==> src/rtl/osd_pkg.sv <==
package osd_pkg;
  localparam int BYTE_W = 8;
  localparam int IMM_W  = 16;
  localparam int FLD_W  = 3;

  localparam logic [BYTE_W-1:0] PFX_IX  = 8'hDD;
  localparam logic [BYTE_W-1:0] PFX_IY  = 8'hFD;
  localparam logic [BYTE_W-1:0] PFX_EXT = 8'hED;
  localparam logic [BYTE_W-1:0] PFX_BIT = 8'hCB;
  localparam logic [BYTE_W-1:0] OPC_HALT = 8'h76;

  localparam logic [1:0] IDX_NONE = 2'd0;
  localparam logic [1:0] IDX_X    = 2'd1;
  localparam logic [1:0] IDX_Y    = 2'd2;

  typedef enum logic [3:0] {
    CLS_OTHER    = 4'd0,
    CLS_LOAD8    = 4'd1,
    CLS_HALT     = 4'd2,
    CLS_ALU8     = 4'd3,
    CLS_ROTSHIFT = 4'd4,
    CLS_BITTEST  = 4'd5,
    CLS_BITCLR   = 4'd6,
    CLS_BITSET   = 4'd7,
    CLS_ADC16    = 4'd8,
    CLS_SBC16    = 4'd9,
    CLS_NEG      = 4'd10,
    CLS_BLOCK    = 4'd11,
    CLS_EXT      = 4'd12
  } op_class_e;

  typedef enum logic [1:0] {
    GRP_BASE  = 2'd0,
    GRP_EXT   = 2'd1,
    GRP_BITOP = 2'd2
  } grp_e;
endpackage

==> src/rtl/osd_opinfo.sv <==
module osd_opinfo
  import osd_pkg::*;
(
  input  grp_e              grp,
  input  logic              indexed,
  input  logic [BYTE_W-1:0] opc,
  output op_class_e         cls,
  output logic              needs_disp,
  output logic [1:0]        imm_cnt
);
  logic [1:0] fx;
  logic [2:0] fy;
  logic [2:0] fz;

  assign fx = opc[7:6];
  assign fy = opc[5:3];
  assign fz = opc[2:0];

  always_comb begin
    cls        = CLS_OTHER;
    needs_disp = 1'b0;
    imm_cnt    = 2'd0;
    case (grp)
      GRP_BITOP: begin
        case (fx)
          2'd0:    cls = CLS_ROTSHIFT;
          2'd1:    cls = CLS_BITTEST;
          2'd2:    cls = CLS_BITCLR;
          default: cls = CLS_BITSET;
        endcase
      end
      GRP_EXT: begin
        if (fx == 2'd1 && fz == 3'd2)
          cls = opc[3] ? CLS_ADC16 : CLS_SBC16;
        else if (opc == 8'h44)
          cls = CLS_NEG;
        else if (fx == 2'd2 && fy[2] && !fz[2])
          cls = CLS_BLOCK;
        else
          cls = CLS_EXT;
        if (fx == 2'd1 && fz == 3'd3)
          imm_cnt = 2'd2;
      end
      default: begin
        case (fx)
          2'd1: begin
            cls = (opc == OPC_HALT) ? CLS_HALT : CLS_LOAD8;
            needs_disp = indexed && (opc != OPC_HALT) && (fy == 3'd6 || fz == 3'd6);
          end
          2'd2: begin
            cls = CLS_ALU8;
            needs_disp = indexed && (fz == 3'd6);
          end
          2'd3: begin
            if (fz == 3'd6) begin
              cls     = CLS_ALU8;
              imm_cnt = 2'd1;
            end else if (fz == 3'd2 || fz == 3'd4 || opc == 8'hC3 || opc == 8'hCD)
              imm_cnt = 2'd2;
            else if (opc == 8'hD3 || opc == 8'hDB)
              imm_cnt = 2'd1;
          end
          default: begin
            needs_disp = indexed && (opc == 8'h34 || opc == 8'h35 || opc == 8'h36);
            if (fz == 3'd6 || (fz == 3'd0 && fy >= 3'd2))
              imm_cnt = 2'd1;
            else if ((fz == 3'd1 && !opc[3]) || (fz == 3'd2 && fy[2]))
              imm_cnt = 2'd2;
          end
        endcase
      end
    endcase
  end
endmodule

==> src/rtl/osd_collect.sv <==
module osd_collect
  import osd_pkg::*;
#(
  parameter int LEN_W = 4
) (
  input  logic              clk,
  input  logic              rst,
  input  logic              in_valid,
  input  logic [BYTE_W-1:0] in_byte,
  output logic              in_ready,
  output grp_e              cur_grp,
  output logic              cur_indexed,
  input  op_class_e         i_cls,
  input  logic              i_disp,
  input  logic [1:0]        i_imm,
  output logic              out_valid,
  input  logic              out_ready,
  output logic [3:0]        out_class,
  output logic [FLD_W-1:0]  out_dst,
  output logic [FLD_W-1:0]  out_src,
  output logic [1:0]        out_idx,
  output logic [BYTE_W-1:0] out_disp,
  output logic [IMM_W-1:0]  out_imm,
  output logic [LEN_W-1:0]  out_len
);
  localparam logic [LEN_W-1:0] LEN_MAX = '1;
  localparam logic [LEN_W-1:0] LEN_ONE = LEN_W'(1);

  typedef enum logic [2:0] {
    ST_HEAD, ST_EXT_OP, ST_BIT_OP, ST_XB_DISP, ST_XB_OP, ST_DISP, ST_IMM_LO, ST_IMM_HI
  } st_e;

  st_e               st, st_n;
  logic [1:0]        idx_r, idx_n;
  logic [LEN_W-1:0]  len_r, len_n;
  logic [BYTE_W-1:0] opc_r, opc_n, disp_r, disp_n;
  logic [IMM_W-1:0]  imm_r, imm_n;
  op_class_e         cls_r, cls_n;
  logic [1:0]        icnt_r, icnt_n;
  logic              take, done;

  assign in_ready    = !out_valid;
  assign take        = in_valid && in_ready;
  assign cur_indexed = (idx_r != IDX_NONE);
  assign len_n       = (len_r == LEN_MAX) ? len_r : len_r + LEN_ONE;

  always_comb begin
    case (st)
      ST_EXT_OP:          cur_grp = GRP_EXT;
      ST_BIT_OP, ST_XB_OP: cur_grp = GRP_BITOP;
      default:            cur_grp = GRP_BASE;
    endcase
  end

  always_comb begin
    st_n = st; idx_n = idx_r; opc_n = opc_r; disp_n = disp_r;
    imm_n = imm_r; cls_n = cls_r; icnt_n = icnt_r; done = 1'b0;
    if (take) begin
      case (st)
        ST_HEAD: begin
          if (in_byte == PFX_IX)       idx_n = IDX_X;
          else if (in_byte == PFX_IY)  idx_n = IDX_Y;
          else if (in_byte == PFX_EXT) begin idx_n = IDX_NONE; st_n = ST_EXT_OP; end
          else if (in_byte == PFX_BIT) st_n = cur_indexed ? ST_XB_DISP : ST_BIT_OP;
          else begin
            opc_n = in_byte; cls_n = i_cls; icnt_n = i_imm;
            if (i_disp)              st_n = ST_DISP;
            else if (i_imm != 2'd0)  st_n = ST_IMM_LO;
            else                     done = 1'b1;
          end
        end
        ST_EXT_OP: begin
          opc_n = in_byte; cls_n = i_cls; icnt_n = i_imm;
          if (i_imm != 2'd0) st_n = ST_IMM_LO;
          else               done = 1'b1;
        end
        ST_BIT_OP, ST_XB_OP: begin
          opc_n = in_byte; cls_n = i_cls; done = 1'b1;
        end
        ST_XB_DISP: begin
          disp_n = in_byte; st_n = ST_XB_OP;
        end
        ST_DISP: begin
          disp_n = in_byte;
          if (icnt_r != 2'd0) st_n = ST_IMM_LO;
          else                done = 1'b1;
        end
        ST_IMM_LO: begin
          imm_n = {8'h00, in_byte};
          if (icnt_r == 2'd2) st_n = ST_IMM_HI;
          else                done = 1'b1;
        end
        default: begin
          imm_n = {in_byte, imm_r[7:0]}; done = 1'b1;
        end
      endcase
      if (done) st_n = ST_HEAD;
    end
  end

  always_ff @(posedge clk) begin
    if (rst) begin
      st <= ST_HEAD; idx_r <= IDX_NONE; len_r <= '0; opc_r <= '0; disp_r <= '0;
      imm_r <= '0; cls_r <= CLS_OTHER; icnt_r <= 2'd0; out_valid <= 1'b0;
      out_class <= '0; out_dst <= '0; out_src <= '0; out_idx <= '0;
      out_disp <= '0; out_imm <= '0; out_len <= '0;
    end else begin
      if (out_valid && out_ready) out_valid <= 1'b0;
      if (take) begin
        st <= st_n;
        if (done) begin
          out_valid <= 1'b1;
          out_class <= cls_n;
          out_dst   <= opc_n[5:3];
          out_src   <= opc_n[2:0];
          out_idx   <= idx_n;
          out_disp  <= disp_n;
          out_imm   <= imm_n;
          out_len   <= len_n;
          idx_r <= IDX_NONE; len_r <= '0; disp_r <= '0; imm_r <= '0;
          icnt_r <= 2'd0; opc_r <= '0; cls_r <= CLS_OTHER;
        end else begin
          idx_r <= idx_n; len_r <= len_n; opc_r <= opc_n; disp_r <= disp_n;
          imm_r <= imm_n; cls_r <= cls_n; icnt_r <= icnt_n;
        end
      end
    end
  end

  AST_RESET_EMPTY: assert property (@(posedge clk) disable iff (rst)
    $past(rst) |-> !out_valid);
  AST_FULL_STALL: assert property (@(posedge clk) disable iff (rst)
    out_valid |-> !in_ready);
  AST_HOLD_RECORD: assert property (@(posedge clk) disable iff (rst)
    (out_valid && !out_ready) |=> (out_valid && $stable({out_class, out_dst, out_src,
                                   out_idx, out_disp, out_imm, out_len})));
  AST_HALT_BARE: assert property (@(posedge clk) disable iff (rst)
    (out_valid && out_class == 4'(CLS_HALT)) |-> (out_imm == '0 && out_disp == '0));
  AST_IDX_LEN: assert property (@(posedge clk) disable iff (rst)
    (out_valid && out_idx != IDX_NONE) |-> (out_len >= LEN_W'(2)));
  AST_IDX_CODE: assert property (@(posedge clk) disable iff (rst)
    out_valid |-> (out_idx != 2'd3));
  AST_DISP_ONLY_INDEXED: assert property (@(posedge clk) disable iff (rst)
    (out_valid && out_idx == IDX_NONE) |-> (out_disp == '0));
  AST_BITOP_NO_IMM: assert property (@(posedge clk) disable iff (rst)
    (out_valid && out_class >= 4'(CLS_ROTSHIFT) && out_class <= 4'(CLS_BITSET))
      |-> (out_imm == '0));
endmodule

==> src/rtl/opstream_decoder.sv <==
module opstream_decoder
  import osd_pkg::*;
#(
  parameter int LEN_W = 4
) (
  input  logic             clk,
  input  logic             rst,
  input  logic             in_valid,
  input  logic [7:0]       in_byte,
  output logic             in_ready,
  output logic             out_valid,
  input  logic             out_ready,
  output logic [3:0]       out_class,
  output logic [2:0]       out_dst,
  output logic [2:0]       out_src,
  output logic [1:0]       out_idx,
  output logic [7:0]       out_disp,
  output logic [15:0]      out_imm,
  output logic [LEN_W-1:0] out_len
);
  grp_e      cur_grp;
  logic      cur_indexed;
  op_class_e i_cls;
  logic      i_disp;
  logic [1:0] i_imm;

  osd_opinfo u_info (
    .grp        (cur_grp),
    .indexed    (cur_indexed),
    .opc        (in_byte),
    .cls        (i_cls),
    .needs_disp (i_disp),
    .imm_cnt    (i_imm)
  );

  osd_collect #(.LEN_W(LEN_W)) u_collect (
    .clk         (clk),
    .rst         (rst),
    .in_valid    (in_valid),
    .in_byte     (in_byte),
    .in_ready    (in_ready),
    .cur_grp     (cur_grp),
    .cur_indexed (cur_indexed),
    .i_cls       (i_cls),
    .i_disp      (i_disp),
    .i_imm       (i_imm),
    .out_valid   (out_valid),
    .out_ready   (out_ready),
    .out_class   (out_class),
    .out_dst     (out_dst),
    .out_src     (out_src),
    .out_idx     (out_idx),
    .out_disp    (out_disp),
    .out_imm     (out_imm),
    .out_len     (out_len)
  );
endmodule

==> config.mk <==
export PLATFORM = sky130hd
export DESIGN_NAME = opstream_decoder
export DESIGN_NICKNAME = d
export VERILOG_FILES = /design/src/rtl/osd_pkg.sv /design/src/rtl/osd_opinfo.sv /design/src/rtl/osd_collect.sv /design/src/rtl/opstream_decoder.sv
export SDC_FILE = /design/constraint.sdc
export NUM_CORES = 1
export LEC_CHECK = 0
export ABC_AREA = 1
export CAP_MARGIN = 0
export CORE_ASPECT_RATIO = 2
export CORE_MARGIN = 8
export CORE_UTILIZATION = 65
export DETAILED_ROUTE_END_ITERATION = 12
export DONT_BUFFER_PORTS = 1
export PLACE_DENSITY = 0.82
export REMOVE_ABC_BUFFERS = 1
export SLEW_MARGIN = 5
export SYNTH_ARGS = -nofsm -noshare
export SYNTH_HDL_FRONTEND = slang
export SYNTH_SLANG_ARGS = --single-unit
export TNS_END_PERCENT = 10
==> constraint.sdc <==
create_clock -name clk -period 4.9 [get_ports clk]
set_clock_uncertainty 0.2 [all_clocks]
set_input_delay 0.245 -clock clk [delete_from_list [all_inputs] [get_ports clk]]
set_output_delay 0.245 -clock clk [all_outputs]
set_load 0.005 [all_outputs]
Yosys cells after proc, flatten, opt, wreduce, memory -nomap -nowiden --
Cells that the tools add are included.
Word-level totals: output and inout bits 42, bits in registers 86
Cells by class: reductions and logical operators 42, eq/ne operators 41, magnitude comparators 1, muxes and demuxes 74, add/sub/neg operators 1
Operator list (count):
- $eq A8 B8 Y1 const B | 8
- $mux W4 | 9
- $mux W2 | 17
- $pmux W16 S2 | 1
- $mux W3 | 10
- $mux W6 | 5
- $eq A8 B6 Y1 const B | 3
- $eq A3 B3 Y1 const B | 6
- $mux W1 | 17
- $eq A8 B7 Y1 const B | 2
- $mux W16 | 1
- $mux W8 | 2
- $pmux W2 S2 | 4
- $pmux W4 S2 | 2
- $pmux W3 S5 | 1
- $logic_and A1 B1 Y1 | 13
- $eq A3 B2 Y1 const B | 4
- $ne A3 B2 Y1 const B | 4
- $pmux W4 S3 | 1
- $pmux W6 S2 | 1
- $reduce_and A6 Y1 | 2
- $logic_or A1 B1 Y1 | 9
- $eq A2 B2 Y1 const B | 4
- $ne A8 B7 Y1 const B | 1
- other kinds (20) | 32

Logic depth before layout (Yosys ltp) --
depth in word-level cells 20, gate-level depth with buffers 20, depth with buffers taken out 18

Modules after synthesis --
A second synthesis with hierarchy kept.
Second synthesis, totals: cell total of the unflattened synthesis 685, area total of the unflattened synthesis 4420.5 um^2
By module, submodules not included:
- osd_collect | instances 1, seq. area each 1721.7 um^2, area an instance 4035.1 um^2, cells each 595
- osd_opinfo | instances 1, seq. area each 0.0 um^2, area an instance 385.4 um^2, cells each 90

Least setup slack after synthesis --
OpenSTA, ideal clock, no wires.
path type flip-flop to flip-flop, start point register u_collect.st[2], end point register u_collect.out_idx[1], arrival 2.396 ns, period minus slack after synthesis 2.712 ns, cell stages (with the launch flop) 20, buffers on the path 4, slack 2.188 ns, library setup time 0.116 ns, path through dfxtp_1 -> nand2_1 -> inv_1 -> buf_2 -> nor2_1 -> inv_1 -> nor2_1 -> ha_1 -> buf_2 -> inv_1 -> nand4_1 -> inv_1 -> a21oi_4 -> nand4_1 -> nand3_2 -> nand2_2 -> buf_6 -> buf_6 -> o21ai_0 -> nor2_1
Between the ends: word-level cells in the longest chain between the ends 16, elaborated cells between the ends (all ways) 26
Ends and longest elaborated chain:
- from (decl) | line osd_collect.sv:33 | st_e st, st_n;
- from (signal assigned) | line osd_collect.sv:110 | st <= st_n;
- $eq A3 B2 Y1 or $eq A3 B3 Y1 (tied branches) | line osd_collect.sv:48 | case (st)
- $reduce_or A2 Y1
- $pmux W2 S2 | line osd_collect.sv:48
- $eq A2 B1 Y1 or $eq A2 B2 Y1 (tied branches) | line osd_opinfo.sv:23 | case (grp)
- $pmux W2 S2 | line osd_opinfo.sv:23
- $reduce_bool A2 Y1 | line osd_collect.sv:68, osd_collect.sv:74
- $mux W1 | line osd_collect.sv:68, osd_collect.sv:74
- $mux W1 | line osd_collect.sv:67 | if (i_disp) st_n = ST_DISP;
- $mux W1 | line osd_collect.sv:64 | else if (in_byte == PFX_BIT) st_n = cur_indexed ? ST_XB_DISP : ST_BIT_OP;
- $mux W1 | line osd_collect.sv:63 | else if (in_byte == PFX_EXT) begin idx_n = IDX_NONE; st_n = ST_EXT_OP; end
- $mux W1 | line osd_collect.sv:62 | else if (in_byte == PFX_IY) idx_n = IDX_Y;
- $mux W1 | line osd_collect.sv:61 | if (in_byte == PFX_IX) idx_n = IDX_X;
- $pmux W1 S5 | line osd_collect.sv:59 | case (st)
- $mux W1 (2 in series) | line osd_collect.sv:58 | if (take) begin
- $reduce_and A2 Y1 (no source line)
- to (signal assigned) | line osd_collect.sv:116 | out_idx <= idx_n;
- to (decl) | line osd_collect.sv:21 | output logic [1:0] out_idx,
Parallel ways exist; a longest one is shown, timed or not. The select of a mux whose other input is x is not followed. A chain may end at the register's enable or synchronous reset.

Final worst setup path --
start point register u_collect.st[2], end point register u_collect.out_dst[1]
Between the ends: word-level cells in the longest chain between the ends 16, elaborated cells between the ends (all ways) 27
Ends and longest elaborated chain:
- $eq A3 B2 Y1 or $eq A3 B3 Y1 (tied branches) | line osd_collect.sv:48, osd_collect.sv:59
- $reduce_or A2 Y1
- $pmux W2 S2 | line osd_collect.sv:48
- $eq A2 B1 Y1 or $eq A2 B2 Y1 (tied branches) | line osd_opinfo.sv:23
- $pmux W2 S2 | line osd_opinfo.sv:23
- $reduce_bool A2 Y1 | line osd_collect.sv:68, osd_collect.sv:74
- $mux W1 | line osd_collect.sv:68, osd_collect.sv:74
- $mux W1 | line osd_collect.sv:67
- $mux W1 | line osd_collect.sv:64
- $mux W1 | line osd_collect.sv:63
- $mux W1 | line osd_collect.sv:62
- $mux W1 | line osd_collect.sv:61
- $pmux W1 S5 | line osd_collect.sv:59
- $mux W1 (2 in series) | line osd_collect.sv:58
- $reduce_and A2 Y1 (no source line)
- to (signal assigned) | line osd_collect.sv:114 | out_dst <= opc_n[5:3];
- to (decl) | line osd_collect.sv:19 | output logic [FLD_W-1:0] out_dst,
Parallel ways exist; a longest one is shown, timed or not. The select of a mux whose other input is x is not followed.

==> results summary <==
The flow ran to the end, and the final reports show no timing, DRC or antenna violations. The initial detailed-routing violation count came out at approximately 290. The vias after detailed routing is 3,999. Counting stages on the worst path, the most repeated cell is sky130_fd_sc_hd__inv_1. The share of the Yosys chip area taken by registers is about two fifths. The met1 track demand over resource came out at 24.6%. The mean instance size in the synthesized netlist came out at between 6 and 7 um^2. The number of cells in the finished layout apart from fillers came out at slightly above 700.

The basic-gate share of the synthesized area counting and, or, nand and nor cells came out at between 20% and 30%. The signal arrival time at the worst endpoint is between 3 and 4 ns. The global-route wire length before repair is between 15 and 20 mm. The synthesis-to-finish area growth is 7.43%. Global routing used around 40% of the available met2 tracks. The detailed-router iteration count before antenna repair is 4. In this run the most used layer during global routing was met2. STA classifies the critical path startpoint as a register.

The number of instances in the synthesized netlist is 643. The I/O pin total is 54. The DRC violations left came out at 0. The critical path data required time is around 5.0 ns. In this run, synthesis produced a sequential element count of 86. The element type at the critical path end is a register.

The number of enable-type register cells in the synthesized netlist is 0. In the final routed layout, each cell accounts on average for 14.5 um. The number of cells traversed by the worst register-to-register path is 18. The sum of negative setup slack is 0 ns.

The via-per-instance ratio is between 5 and 6. The min-delay analysis places its worst path in the category in2reg. The instance count after placement with tap cells included is 704. The met3 usage came out at roughly 6.7%. Power spread over the standard cell area amounts to ~390 mW/mm^2. The synthesized design spends more area on one cell type than any other, namely sky130_fd_sc_hd__dfxtp_1. The synthesis warning total came out at 0. The number of H-tree levels came out at 3. The combined area of all synthesized cells is 0.00429 mm^2.

The detailed-route wire length is 10.5 mm. The initial core utilization is approximately two thirds. After legalization and detailed placement, the total HPWL measured 7.20 mm. After global routing the overflow that remains totals 0. The fraction of the core area covered by cells at the end of the flow is a little over two thirds. The root buffer selected by CTS is sky130_fd_sc_hd__clkbuf_16. TritonCTS built the clock tree. The maximum operating frequency is about 0.26 GHz. On the critical path the largest part of the delay comes from buffers and inverters.

The count of inserted antenna diode cells is 0. The cell count of the worst hold path came out at 4. The worst pin sits at a relative slew slack of 39.0%. Setup repair after global routing left no endpoint under its margin. The smallest clock period supported by the final layout is computed as just under 4 ns. The proportion of synthesized area in mux cells is under 10%. The final-report hold violation count came to 0. The clock edge transition at the registers on the reported setup and hold paths is ~0.060 ns. The most common flop cell mapped by yosys is sky130_fd_sc_hd__dfxtp_1. The sum of buffers and inverters on the critical path is 7. The share of the synthesized area in the top cell type is between 40 and 50%. The via count of the first global-routing pass was 3,807. The maximum fanout count along the critical path is 29. The distinct cell type count after synthesis came out at 32. The dominant combinational cell family by area after synthesis is simple AND/OR/NAND/NOR gates. The number of pins exceeding their max-slew limit in the final report is 0. The number of violations of the max-capacitance limit is 0.

The setup slack at placement came out at 1.53 ns. The adder-cell area share of the yosys netlist came out at 0.874%. At the pin with the least slew margin, the transition time is 0.913 ns. The count of input and output buffers is 0.

The floorplan step defined a die boundary enclosing just under 0.01 mm^2. The clock sink total is 86. The count of cells resized by post-cts repair came out at 0. The share of async-settable or async-resettable flops after synthesis is 0%. The worst path uses 79.4% of the clock period. Counting along the longest clock path gives a buffer depth of 2.

The floorplan has 42 rows. The clock insertion delay at the later pin of the skew report came out at ~0.34 ns. The number of antenna violations at the first check in global routing came out at 0. The global-route usage over all layers came out at between 20% and 30%. In this run the number of cells on the critical path is 18. The maximum number of pins on one net before global-route repair came out at 55. In this run the remaining antenna-violating nets after routing total 0. The number of nets in the layout is 650. The total clock buffers created by CTS came out at 9. The xor/xnor cell area share of the yosys netlist came out at less than 1%. The overall die width came out at around 73 um. The placeable core region came out at 0.00652 mm^2. The largest stage delay on the critical path is about 0.56 ns.

Sorting the synthesized cells by area gives the leading types as sky130_fd_sc_hd__dfxtp_1 40%, sky130_fd_sc_hd__nor2_1 11%, sky130_fd_sc_hd__nand2_1 10%. The total setup violations reported at the end of the flow is 0. The global placer's final weighted congestion is about 0.95. In the synthesized netlist, the cells that appear most often are 130 x sky130_fd_sc_hd__nor2_1, 114 x sky130_fd_sc_hd__nand2_1, 86 x sky130_fd_sc_hd__dfxtp_1.

The worst setup path is of the reg2reg kind. The floorplan die height is 131 um. The slowest cell on the critical path is sky130_fd_sc_hd__dlygate4sd3_1. The synthesized-area fraction occupied by ao, oa, aoi and oai cells came out at between 10% and 20%.

The leakage power figure is slightly above 2 nW. IR analysis of the VDD net gives a maximum drop of 0.000302 V. The signal on the critical path passes through nand2_1, inv_1, nor2_1, inv_1, nor2_1, ha_1, inv_1, nand4_1, inv_1, a21oi_4, nand4_1, nand3_2, nand2_2, inv_2, buf_12, nand2_1, a21oi_1, dlygate4sd3_1. The fraction of layout cells with a size suffix above 1 came out at ~5.8%. Setup slack closes at about 1.0 ns. Yosys instantiated no cell more often than sky130_fd_sc_hd__nor2_1.
==> stage by stage <==
stage          hold slack [ns]  instance area (um^2)  total power (W)
2_1_floorplan            0.114                  4120          0.00112
6_report               0.00510                  4610          0.00182
4_1_cts               0.000209                  4610          0.00183
3_5_place_dp             0.118                  4280          0.00123
5_1_grt                 0.0366                  4610          0.00193
3_3_place_gp             0.118                  4280          0.00122
==> worst paths after layout <==
check / to / slack (ns) / startpoint
setup reg to reg: u_collect.out_dst[1] / 1.01 / u_collect.st[2]
hold reg to reg: u_collect.disp_r[7] / 0.26 / u_collect.disp_r[7]
hold / removal: u_collect.out_imm[7] / 0.005 / in_byte[7]
setup / recovery: u_collect.out_dst[1] / 1.01 / u_collect.st[2]
==> where the power goes <==
group	internal, W	switching (W)
Combinational	0.000124	0.000264
Clock	0.000349	0.000247
Sequential	0.000781	0.0000546
==> flip-flops by register name (all words and copies together) (netlist names) <==
register and count:
u_collect.imm_r 16, u_collect.out_imm 16, u_collect.disp_r 8, u_collect.out_disp 8, u_collect.opc_r 6, u_collect.cls_r 4
u_collect.len_r 4, u_collect.out_class 4, u_collect.out_len 4, u_collect.out_dst 3, u_collect.out_src 3, u_collect.st 3
u_collect.icnt_r 2, u_collect.idx_r 2, u_collect.out_idx 2, u_collect.out_valid 1
==> placed cells by master (no fill, tap or decap), drive strengths merged <==
cell type / count
nor2: 132
nand2: 120
dfxtp: 86
o21ai: 78
inv: 72
a21oi: 57
nand3: 19
clkbuf: 12
o22ai: 10
mux2i: 9
dlygate4sd3: 8
nand4: 7
nor3: 5
buf: 4
clkinv: 4
o31ai: 3
or2: 3
ha: 3
a31oi: 2
o211a: 1
nand3b: 1
and3: 1
xnor2: 1
==> worst min-delay path, cell delays in order <==
cell	delay (ns)
sky130_fd_sc_hd__mux2i_1	0.04
sky130_fd_sc_hd__inv_1	0.07
sky130_fd_sc_hd__o21ai_1	0.07
sky130_fd_sc_hd__nor2_1	0.07
==> repair_timing <==
item	4_1_cts	5_1_grt
setup buffers	0	0
hold buffers	8	0
hold endpoints to repair	25	0
==> kinds of logic (layout without fill, tap and decap cells) <==
logic type | Yosys count | in the layout
multiplexers | 9 | 9
flip-flops | 86 | 86
adder cells (fa/ha/maj) | 3 | 3
buffers and inverters | 105 | 100
XOR/XNOR | 1 | 1
AND/OR/NAND/NOR | 288 | 288
AO/OA/AOI/OAI | 151 | 151
==> layer usage <==
metal / routed length (um) / share of wire [%]
met1: 4060 / 39
met2: 5330 / 51
met3: 664 / 6.3
met4: 471 / 4.5
met5: 0 / 0
==> final cells by class <==
class	count	area (um^2)
multi-input combinational	452	2120
fill	590	1900
clock inverter	2	10.0
clock buffer	12	246
timing repair buffer	12	123
inverter	74	278
sequential	86	1720
tap	88	110
Power figures use the tool's default switching activity.
